<file path="config.mk">
export PLATFORM = sky130hd
export DESIGN_NAME = rxd_ring_writer
export DESIGN_NICKNAME = d
export VERILOG_FILES = /design/src/rtl/rxd_pkg.sv /design/src/rtl/rxd_ring_index.sv /design/src/rtl/rxd_byte_packer.sv /design/src/rtl/rxd_ring_writer.sv
export SDC_FILE = /design/constraint.sdc
export NUM_CORES = 1
export LEC_CHECK = 0
export ABC_AREA = 1
export BUFFER_PORTS_ARGS = -buffer_cell sky130_fd_sc_hd__clkbuf_2
export CAP_MARGIN = 5
export CORE_MARGIN = 10
export CORE_UTILIZATION = 50
export CTS_BUF_LIST = sky130_fd_sc_hd__clkbuf_4 sky130_fd_sc_hd__clkbuf_8 sky130_fd_sc_hd__clkbuf_16
export DETAILED_ROUTE_END_ITERATION = 8
export HOLD_SLACK_MARGIN = 0.15
export PLACE_DENSITY = 0.71
export SLEW_MARGIN = 20
export SYNTH_ARGS = -nofsm -noshare
export SYNTH_HDL_FRONTEND = slang
export SYNTH_SLANG_ARGS = --single-unit
</file>
<file path="constraint.sdc">
create_clock -name clk -period 5.7 [get_ports clk]
set_input_delay 1.14 -clock clk [delete_from_list [all_inputs] [get_ports clk]]
set_output_delay 1.14 -clock clk [all_outputs]
set_load 0.005 [all_outputs]
</file>
<file path="src/rtl/rxd_pkg.sv">
// Shared states and status encoding for the receive descriptor ring writer.
// Assumes descriptors are four 32-bit words and the status byte is word1[31:24].
package rxd_pkg;

    typedef enum logic [2:0] {
        ST_IDLE,
        ST_RD_STAT,
        ST_RD_BASE,
        ST_FILL,
        ST_DROP,
        ST_WR_LEN,
        ST_WR_STAT
    } rxd_state_e;

    localparam int OWN_BIT   = 31;
    localparam int LEN_BITS  = 12;
    localparam int LANES     = 4;

    // Build the high status byte: {0, err, frame, oflo, crc, fifo, stp, enp}.
    function automatic logic [7:0] status_hi(input logic fr, input logic ov,
                                             input logic crc, input logic fifo);
        return {1'b0, (fr | ov | crc | fifo), fr, ov, crc, fifo, 1'b1, ~ov};
    endfunction

endpackage

</file>
<file path="src/rtl/rxd_ring_index.sv">
// Holds ring base, ring size exponent and the current descriptor index.
// Assumes the size exponent never exceeds MAX_LOG2; larger codes are clamped.
module rxd_ring_index #(
    parameter int AW       = 32,
    parameter int MAX_LOG2 = 15
) (
    input  logic          clk,
    input  logic          rst_n,
    input  logic          load,
    input  logic [AW-1:0] base_in,
    input  logic [3:0]    size_log2,
    input  logic          advance,
    output logic          configured,
    output logic [AW-1:0] desc_addr
);
    localparam int IDX_W = (MAX_LOG2 < 1) ? 1 : MAX_LOG2;

    logic [AW-1:0]  base_q;
    logic [3:0]     log2_q;
    logic [IDX_W-1:0] idx_q;
    logic [IDX_W:0] ring_size;
    logic [IDX_W:0] last_idx;

    // Entry count and last valid index of the ring.
    always_comb begin
        ring_size = (IDX_W+1)'(1) << log2_q;
        last_idx  = ring_size - (IDX_W+1)'(1);
    end

    // Byte address of the current descriptor (16-byte stride).
    assign desc_addr = base_q + (AW'(idx_q) << 4);

    // Configuration capture and index advance with wrap to zero.
    always_ff @(posedge clk) begin
        if (!rst_n) begin
            configured <= 1'b0;
            base_q     <= '0;
            log2_q     <= '0;
            idx_q      <= '0;
        end else if (load) begin
            configured <= 1'b1;
            base_q     <= base_in;
            log2_q     <= (size_log2 > 4'(MAX_LOG2)) ? 4'(MAX_LOG2) : size_log2;
            idx_q      <= '0;
        end else if (advance) begin
            idx_q <= ({1'b0, idx_q} == last_idx) ? '0 : idx_q + 1'b1;
        end
    end

    a_r8_index_in_ring: assert property (@(posedge clk) disable iff (!rst_n)
        configured |-> ({1'b0, idx_q} < ring_size));

    a_r9_load_restarts: assert property (@(posedge clk) disable iff (!rst_n)
        $past(load) |-> (idx_q == '0));

endmodule

</file>
<file path="src/rtl/rxd_byte_packer.sv">
// Gathers stream bytes into little-endian words and emits a word when it is
// full or the frame ends. Assumes the caller writes emitted words in order.
module rxd_byte_packer #(
    parameter int LANES = 4
) (
    input  logic               clk,
    input  logic               rst_n,
    input  logic               clear,
    input  logic               push,
    input  logic               finish,
    input  logic [7:0]         din,
    output logic               emit,
    output logic [8*LANES-1:0] word,
    output logic [LANES-1:0]   be
);
    localparam int LW = $clog2(LANES);

    logic [LW-1:0]      lane_q;
    logic [8*LANES-1:0] hold_q;

    // Per-lane merge of the incoming byte and lane enables.
    for (genvar g = 0; g < LANES; g++) begin : g_lane
        assign word[g*8 +: 8] = (push && lane_q == LW'(g)) ? din : hold_q[g*8 +: 8];
        assign be[g]          = (LW'(g) < lane_q) || (push && lane_q == LW'(g));
    end

    // Emit on a full word, or on frame end with anything gathered.
    assign emit = push ? ((lane_q == LW'(LANES-1)) || finish)
                       : (finish && (lane_q != '0));

    // Lane pointer and partial-word storage.
    always_ff @(posedge clk) begin
        if (!rst_n) begin
            lane_q <= '0;
            hold_q <= '0;
        end else if (clear || emit) begin
            lane_q <= '0;
            hold_q <= '0;
        end else if (push) begin
            lane_q <= lane_q + 1'b1;
            hold_q <= word;
        end
    end

    a_r3_lane0_enabled: assert property (@(posedge clk) disable iff (!rst_n)
        emit |-> be[0]);

    a_r3_lanes_contiguous: assert property (@(posedge clk) disable iff (!rst_n)
        emit |-> (((be + LANES'(1)) & be) == '0));

endmodule

</file>
<file path="src/rtl/rxd_ring_writer.sv">
// Receive descriptor ring writer: fetches the current descriptor, fills its
// buffer from the byte stream, then writes length and status back.
// Assumes one-cycle read latency on the memory port and word-aligned buffers.
module rxd_ring_writer
    import rxd_pkg::*;
#(
    parameter int AW       = 32,
    parameter int MAX_LOG2 = 15,
    parameter int MISS_W   = 16
) (
    input  logic              clk,
    input  logic              rst_n,
    input  logic              cfg_load,
    input  logic [AW-1:0]     cfg_ring_base,
    input  logic [15:0]       cfg_ring_len,
    input  logic              rx_valid,
    output logic              rx_ready,
    input  logic [7:0]        rx_data,
    input  logic              rx_last,
    input  logic              rx_err_frame,
    input  logic              rx_err_crc,
    input  logic              rx_err_fifo,
    output logic              mem_req,
    output logic              mem_we,
    output logic [AW-1:0]     mem_addr,
    output logic [3:0]        mem_be,
    output logic [31:0]       mem_wdata,
    input  logic [31:0]       mem_rdata,
    output logic [MISS_W-1:0] missed_count
);
    localparam int CNT_W = 16;

    rxd_state_e       state_q, state_d;
    logic [15:0]      neglen_q;
    logic [AW-1:0]    bufbase_q;
    logic [CNT_W-1:0] cnt_q;
    logic             ov_q, fr_q, crc_q, fifo_q;
    logic [MISS_W-1:0] miss_q;

    logic             configured;
    logic [AW-1:0]    desc_addr;
    logic [CNT_W-1:0] bsize;
    logic             room, accept, push, finish;
    logic             pk_emit;
    logic [31:0]      pk_word;
    logic [3:0]       pk_be;
    logic [CNT_W-1:0] word_off;
    logic             unused_bits;

    assign unused_bits = ^{cfg_ring_len[15:8], cfg_ring_len[3:0], mem_rdata[30:16]};

    rxd_ring_index #(.AW(AW), .MAX_LOG2(MAX_LOG2)) u_index (
        .clk        (clk),
        .rst_n      (rst_n),
        .load       (cfg_load),
        .base_in    (cfg_ring_base),
        .size_log2  (cfg_ring_len[7:4]),
        .advance    (state_q == ST_WR_STAT),
        .configured (configured),
        .desc_addr  (desc_addr)
    );

    // Stream acceptance and byte routing into the packer.
    always_comb begin
        bsize    = ~neglen_q + 16'd1;
        room     = cnt_q < bsize;
        rx_ready = (state_q == ST_FILL) || (state_q == ST_DROP);
        accept   = rx_valid && rx_ready;
        push     = (state_q == ST_FILL) && accept && room;
        finish   = (state_q == ST_FILL) && accept && rx_last;
        word_off = {cnt_q[CNT_W-1:2], 2'b00};
    end

    rxd_byte_packer #(.LANES(LANES)) u_packer (
        .clk    (clk),
        .rst_n  (rst_n),
        .clear  (state_q == ST_RD_BASE),
        .push   (push),
        .finish (finish),
        .din    (rx_data),
        .emit   (pk_emit),
        .word   (pk_word),
        .be     (pk_be)
    );

    // Next-state selection for the per-frame sequence.
    always_comb begin
        state_d = state_q;
        case (state_q)
            ST_IDLE:    if (configured && rx_valid) state_d = ST_RD_STAT;
            ST_RD_STAT: state_d = mem_rdata[OWN_BIT] ? ST_RD_BASE : ST_DROP;
            ST_RD_BASE: state_d = ST_FILL;
            ST_FILL:    if (accept && rx_last) state_d = ST_WR_LEN;
            ST_DROP:    if (accept && rx_last) state_d = ST_IDLE;
            ST_WR_LEN:  state_d = ST_WR_STAT;
            ST_WR_STAT: state_d = ST_IDLE;
            default:    state_d = ST_IDLE;
        endcase
    end

    // Memory request generation per state.
    always_comb begin
        mem_req   = 1'b0;
        mem_we    = 1'b0;
        mem_addr  = desc_addr + AW'(4);
        mem_be    = 4'hF;
        mem_wdata = '0;
        case (state_q)
            ST_IDLE:    mem_req = configured && rx_valid;
            ST_RD_STAT: begin
                mem_req  = mem_rdata[OWN_BIT];
                mem_addr = desc_addr;
            end
            ST_FILL: begin
                mem_req   = pk_emit;
                mem_we    = 1'b1;
                mem_addr  = bufbase_q + AW'(word_off);
                mem_be    = pk_be;
                mem_wdata = pk_word;
            end
            ST_WR_LEN: begin
                mem_req   = 1'b1;
                mem_we    = 1'b1;
                mem_addr  = desc_addr + AW'(8);
                mem_wdata = {{(32-LEN_BITS){1'b0}}, cnt_q[LEN_BITS-1:0]};
            end
            ST_WR_STAT: begin
                mem_req   = 1'b1;
                mem_we    = 1'b1;
                mem_wdata = {status_hi(fr_q, ov_q, crc_q, fifo_q), 8'h00, neglen_q};
            end
            default: ;
        endcase
    end

    // State register.
    always_ff @(posedge clk) begin
        if (!rst_n) state_q <= ST_IDLE;
        else        state_q <= state_d;
    end

    // Descriptor fields, byte count, error flags and missed-frame count.
    always_ff @(posedge clk) begin
        if (!rst_n) begin
            neglen_q  <= '0;
            bufbase_q <= '0;
            cnt_q     <= '0;
            ov_q      <= 1'b0;
            fr_q      <= 1'b0;
            crc_q     <= 1'b0;
            fifo_q    <= 1'b0;
            miss_q    <= '0;
        end else begin
            case (state_q)
                ST_RD_STAT: begin
                    neglen_q <= mem_rdata[15:0];
                    if (!mem_rdata[OWN_BIT]) miss_q <= miss_q + 1'b1;
                end
                ST_RD_BASE: begin
                    bufbase_q <= AW'(mem_rdata);
                    cnt_q     <= '0;
                    ov_q      <= 1'b0;
                    fr_q      <= 1'b0;
                    crc_q     <= 1'b0;
                    fifo_q    <= 1'b0;
                end
                ST_FILL: if (accept) begin
                    if (room) cnt_q <= cnt_q + 1'b1;
                    else      ov_q  <= 1'b1;
                    if (rx_last) begin
                        fr_q   <= rx_err_frame;
                        crc_q  <= rx_err_crc;
                        fifo_q <= rx_err_fifo;
                    end
                end
                default: ;
            endcase
        end
    end

    assign missed_count = miss_q;

    a_r1_quiet_until_config: assert property (@(posedge clk) disable iff (!rst_n)
        !configured |-> (!rx_ready && !mem_req));

    a_r2_drop_writes_nothing: assert property (@(posedge clk) disable iff (!rst_n)
        (state_q == ST_DROP) |-> !mem_req);

    a_r2_miss_single_step: assert property (@(posedge clk) disable iff (!rst_n)
        (missed_count == $past(missed_count)) ||
        (missed_count == $past(missed_count) + 1'b1));

    a_r6_write_inside_buffer: assert property (@(posedge clk) disable iff (!rst_n)
        (state_q == ST_FILL && mem_req) |-> (word_off < bsize));

    a_r7_status_after_length: assert property (@(posedge clk) disable iff (!rst_n)
        (state_q == ST_WR_STAT) |-> ($past(state_q) == ST_WR_LEN));

endmodule

</file>
# Word-level counts from Yosys, hierarchy flattened
# Cells that the tools add are included.
[totals]
regBits = 173
latch_bits = 0
ramBits = 0
romBits = 0
out_inout_bits = 87
elab_cells = 119
n_memories = 0
[classes]
addsub = 10
multipliers = 0
div = 0
n_lt_le_gt_ge = 6
eq_ne = 17
shift = 1
mux = 32
bitwise_logic = 7
n_reduce_logical = 31
[ops]
columns = ["operator", "n"]
rows = [
  ["$pmux W32 S3", 2],
  ["$add A16 B1 Y16 const B", 3],
  ["$add A32 B16 Y32", 1],
  ["$add A32 B19 Y32", 1],
  ["$add A32 B3 Y32 const B", 1],
  ["$add A32 B4 Y32 const B", 1],
  ["$mux W16", 2],
  ["$mux W8", 4],
  ["$pmux W16 S2", 1],
  ["$pmux W3 S6", 1],
  ["$eq A15 B16 Y1", 1],
  ["$lt A16 B16 Y1", 1],
  ["$not A16 Y16", 1],
  ["$shl A1 B4 Y16 const A", 1],
  ["$sub A16 B1 Y16 const B", 1],
  ["$add A15 B1 Y15 const B", 1],
  ["$mux W15", 1],
  ["$mux W3", 4],
  ["$reduce_and A3 Y1", 4],
  ["$logic_and A1 B1 Y1", 11],
  ["$mux W1", 10],
  ["$ne A2 B2 Y1 const B", 5],
  ["$eq A3 B3 Y1 const B", 3],
  ["$mux W4", 2],
  ["other kinds (20)", 41],
]

# Depth between registers and ports, before layout
[depth]
ltp_word = 9
depth_mapped = 22
mapped_depth_nobuf = 21

# Hierarchy
# From an unflattened synthesis, not the netlist that was laid out.
[unflattened]
hier_cells = 2123
hier_area_um2 = 13033.8
[by_module_without_submodules]
columns = ["module", "n_inst", "cells_each", "area_each_um2"]
rows = [
  ["rxd_ring_writer", 1, 1333, 7928.9],
  ["rxd_ring_index", 1, 563, 3548.4],
  ["rxd_byte_packer", 1, 227, 1556.5],
]

# Worst setup path after synthesis
# Ideal clock, no wire load.
[synth_timing]
path_type = "register to output"
startpoint = "register neglen_q[0]"
endpoint = "output mem_wdata[12]"
t_arrival_ps = 3227
required_time_ps = 4560
path_slack_ps = 1333
path_stages_with_launch = 20
n_path_buf = 1
path_cell_list = "dfxtp_1 -> inv_1 -> ha_1 -> nand2_1 -> nor4_1 -> nand4_1 -> nor3_1 -> nand3_1 -> xnor2_1 -> ha_1 -> nand4_1 -> nor3_1 -> o21ai_0 -> nand2_1 -> clkinv_1 -> nand3_1 -> buf_2 -> nor2_1 -> a21oi_1 -> o22ai_1"
[synth_between]
elab_chain_cells = 7
[synth_rtl]
columns = ["element", "line_no", "rtl"]
rows = [
  ["start, declared", "rxd_ring_writer.sv:34", "logic [15:0] neglen_q;"],
  ["start signal, assigned", "rxd_ring_writer.sv:156", "neglen_q <= mem_rdata[15:0];"],
  ["$not A16 Y16", "rxd_ring_writer.sv:65", "bsize = ~neglen_q + 16'd1;"],
  ["$add A16 B1 Y16", "rxd_ring_writer.sv:65", ""],
  ["$lt A16 B16 Y1", "rxd_ring_writer.sv:66", "room = cnt_q < bsize;"],
  ["$logic_and A1 B1 Y1", "rxd_ring_writer.sv:69", "push = (state_q == ST_FILL) && accept && room;"],
  ["$logic_and A1 B1 Y1", "rxd_byte_packer.sv:23", "assign word[g*8 +: 8] = (push && lane_q == LW'(g)) ? din : hold_q[g*8 +: 8];"],
  ["$mux W8", "rxd_byte_packer.sv:23", ""],
  ["$pmux W32 S3", "rxd_ring_writer.sv:108", "case (state_q)"],
  ["end, declared", "rxd_ring_writer.sv:27", "output logic [31:0] mem_wdata,"],
]
# Every way passes these cells.

# Worst setup path in the final report
[layout_timing]
startpoint = "register neglen_q[2]"
endpoint = "output mem_wdata[6]"
# Same word-level chain as after synthesis.

==> impl_metrics.ini <==
[pwr]
ir_drop_uv = 153
power_mw = 4.28
p_per_area_mw_per_mm2 = 287
p_leak_nw = 6.68

[timing]
relSlewSlack = 0.270
post-route-period-util = 0.930
period_minus_slack_ps = 5300
skew_ps = 16.5
fmax_ghz = 0.189
setup_ws_ps = 399
report.final.hold_viol_count = 0
finalMaxSlewViolations = 0
worst_pin_slew_ps = 1090
setup_viol = 0
fin_tns_setup_ps = 0

[worst_setup_path]
crit_fanout = 16
crit_path_max_incr_delay_ps = 320
cp-end-kind = output port
start_kind = flop
cp.arrival_ps = 4160
cp.required_ps = 4560
slowest_stage = dfxtp_1
cpLargestDelayFamily = simple AND/OR/NAND/NOR gates
path_buf_inv = 4
path_common_cell = a21oi_1
crit_chain = inv_1 -> nand3_1 -> nor3_2 -> nand2_1 -> nor2_2 -> nand3_2 -> nor2_2 -> nand4_1 -> nor3_2 -> xor2_1 -> ha_1 -> a21oi_1 -> o21ai_0 -> a21oi_1 -> nand2_1 -> clkinvlp_4 -> buf_12 -> nand3_4 -> nor2_1 -> a21oi_1 -> o211ai_1 -> clkbuf_2
critical_path_class = flop to output port

[synth]
ys_types = 56
synth_edf_count = 0
synth-simple-area-share = 0.374
syn_area_per_cell_um2 = 6.23
async_flop_share = 0
synthMuxAreaShare = 0
synthAdderAreaFrac = 0.0557
syn-cell-area_mm2 = 0.0131
ys_warn_count = 0
yosysSeqAreaShare = 0.265
ys_ff_latch = 173
synth_xor_area_frac = 0.0382
synth_compound_area_frac = 0.171
synth_top_family_by_area = simple AND/OR/NAND/NOR gates
synth_fp_nets = 2251
synthCells = 2098
ys.flop_type = dfxtp_1

[grt]
first_global_vias = 13300
antenna_found_initial = 0
grt_max_degree = 57
track_usage = 0.245
grt_overflow = 0
grt_pass1_wl_um = 67700

[final_layout]
stdcell_count = 2588
stdcell_area_mm2 = 0.0149
syn_to_final_growth_pct = 13.9
final_net_count = 2393
layout-drive-gt1-share = 0.158
diodes = 0

[floorplanning]
rows = 59
start_util = 0.505
ios = 183
die_y_um = 182
core_mm2 = 0.0259
fp.dieW_um = 182
die_area_mm2 = 0.0330

[clock_tree]
cts.hold.buffers_added = 0
path_clk_slew_ps = 70
clockRootBuffer = clkbuf_16
htree_levels = 4
cts_made_buffers = 17
tritoncts = built
cts_sinks = 173
cts_max_path_buffers = 2
insertion_delay_ps = 440

[status]
status = finished, final reports clean

[min_path]
hold_class = flop to flop

[placement]
hpwl_um = 32600
place_area_mm2 = 0.0142
gp_congestion = 0.930
dp_slack_ps = 510
place_inst = 2551
io_buffer_count = 170

[route]
avgViaCountPerCell = 5.53
drc = 0
drt_iter0_drc = 1243
postRouteAntennaNets = 0
wl_um = 42200
via_count = 14300
drt_first_pass_iters = 5
avgRoutedWirePerCell_um = 16.3

[flow_run]
maxCapViolCount = 0
kinds of logic (layout without fill, tap and decap cells):
| group | count (synthesis) | after routing |
|---|---|---|
| flip-flops | 173 | 173 |
| adder cells (fa/ha/maj) | 57 | 57 |
| AND/OR/NAND/NOR | 1076 | 1076 |
| AO/OA/AOI/OAI | 408 | 408 |
| buffers and inverters | 330 | 485 |
| XOR/XNOR | 54 | 54 |
layout by cell type, fill, tap and decap left out, drive strengths merged, types with 2 or more instances in the layout:
cell	Yosys	routed
o21bai	9	9
o22ai	17	17
nor2	330	330
o2111ai	10	10
ha	55	55
a21oi	170	170
o221ai	2	2
buf	18	15
inv	263	271
a21o	3	3
clkinv	5	8
dfxtp	173	173
or2	5	5
a32oi	3	3
o21ai	161	161
o211ai	12	12
a31oi	7	7
nor3	39	39
and3	2	2
xor2	44	44
fa	2	2
o211a	2	2
nand4	53	53
nand3b	2	2
clkbuf	44	187
clkinvlp	0	3
nor4	6	6
nand2	472	472
o21a	2	2
a211oi	3	3
xnor2	10	10
nor3b	2	2
nand3	165	165
through the flow:
step,util,hold WS [ps]
final,0.575,481
after global routing,0.575,500
after CTS,0.570,480
after detailed placement,0.547,462
after global placement,0.547,453
after floorplan,-,425
worst min-delay path, cell delays in order, from the launching register on:
cell and delay (ps):
dfxtp_1 310, a21oi_1 70, nor2_1 70
synth_stat cells (4+ instances only):
master / number / area, um^2
a21oi_1: 169 / 846
a31oi_1: 7 / 43.8
buf_1: 4 / 15.0
buf_2: 12 / 60.1
clkbuf_1: 44 / 165
clkinv_1: 5 / 18.8
dfxtp_1: 173 / 3460
ha_1: 55 / 688
inv_1: 244 / 916
inv_2: 19 / 71.3
nand2_1: 432 / 1620
nand2_2: 36 / 225
nand2_4: 4 / 45.0
nand3_1: 155 / 776
nand3_2: 9 / 90.1
nand4_1: 53 / 332
nor2_1: 290 / 1090
nor2_2: 26 / 163
nor2_4: 13 / 146
nor3_1: 31 / 155
nor3_2: 6 / 60.1
nor4_1: 6 / 37.5
o2111ai_1: 10 / 87.6
o211ai_1: 12 / 90.1
o21ai_0: 156 / 781
o21ai_1: 5 / 25.0
o21bai_1: 9 / 67.6
o22ai_1: 17 / 106
or2_2: 4 / 25.0
xnor2_1: 9 / 78.8
xor2_1: 43 / 377
routing by layer:
layer	vias up	global-route usage	wire length [um]
li1	7193	-	-
met4	0	0.0722	794
met5	-	0	0
met3	52	0.0445	3000
met1	6542	0.318	18700
met2	514	0.405	19700
what timing repair did:
action,4_1_cts,5_1_grt
buffers inserted,0,5
gates resized for setup,0,16
endpoints found under the setup margin,0,35
hold endpoints to repair,0,0
layout make-up:
type	count	area (um^2)
clock buffer	17	425
clock inverter	15	171
fill	2607	11000
inverter	268	1010
multi-input combinational	1595	8430
sequential	173	3460
tap	335	419
timing repair buffer	185	973
where the power goes:
part | leakage (nW) | total, mW | switching (mW) | internal, mW
combinational | 4.99 | 1.57 | 1.03 | 0.536
sequential | 1.41 | 1.49 | 0.132 | 1.36
clock | 0.288 | 1.22 | 0.590 | 0.628
total | 6.68 | 4.28 | 1.75 | 2.53
registers in the layout (all words and copies together), names as in the netlist, 2 cells and up:
signal,count
bufbase_q,32
u_index.base_q,32
u_packer.hold_q,32
cnt_q,16
missed_count,16
neglen_q,16
u_index.idx_q,15
u_index.log2_q,4
state_q,3
u_packer.lane_q,2
path summary, 6_finish.rpt:
check                           start             endpoint  slack, ps  depth (start not counted)
setup reg to reg          neglen_q[2]            cnt_q[14]       1730                         20
hold reg to reg   u_packer.hold_q[18]  u_packer.hold_q[18]        480                          2
hold / removal    u_packer.hold_q[18]  u_packer.hold_q[18]        480                          2
setup / recovery          neglen_q[2]         mem_wdata[6]        400                         22
Note: power is estimated with default switching activity, not from simulation.
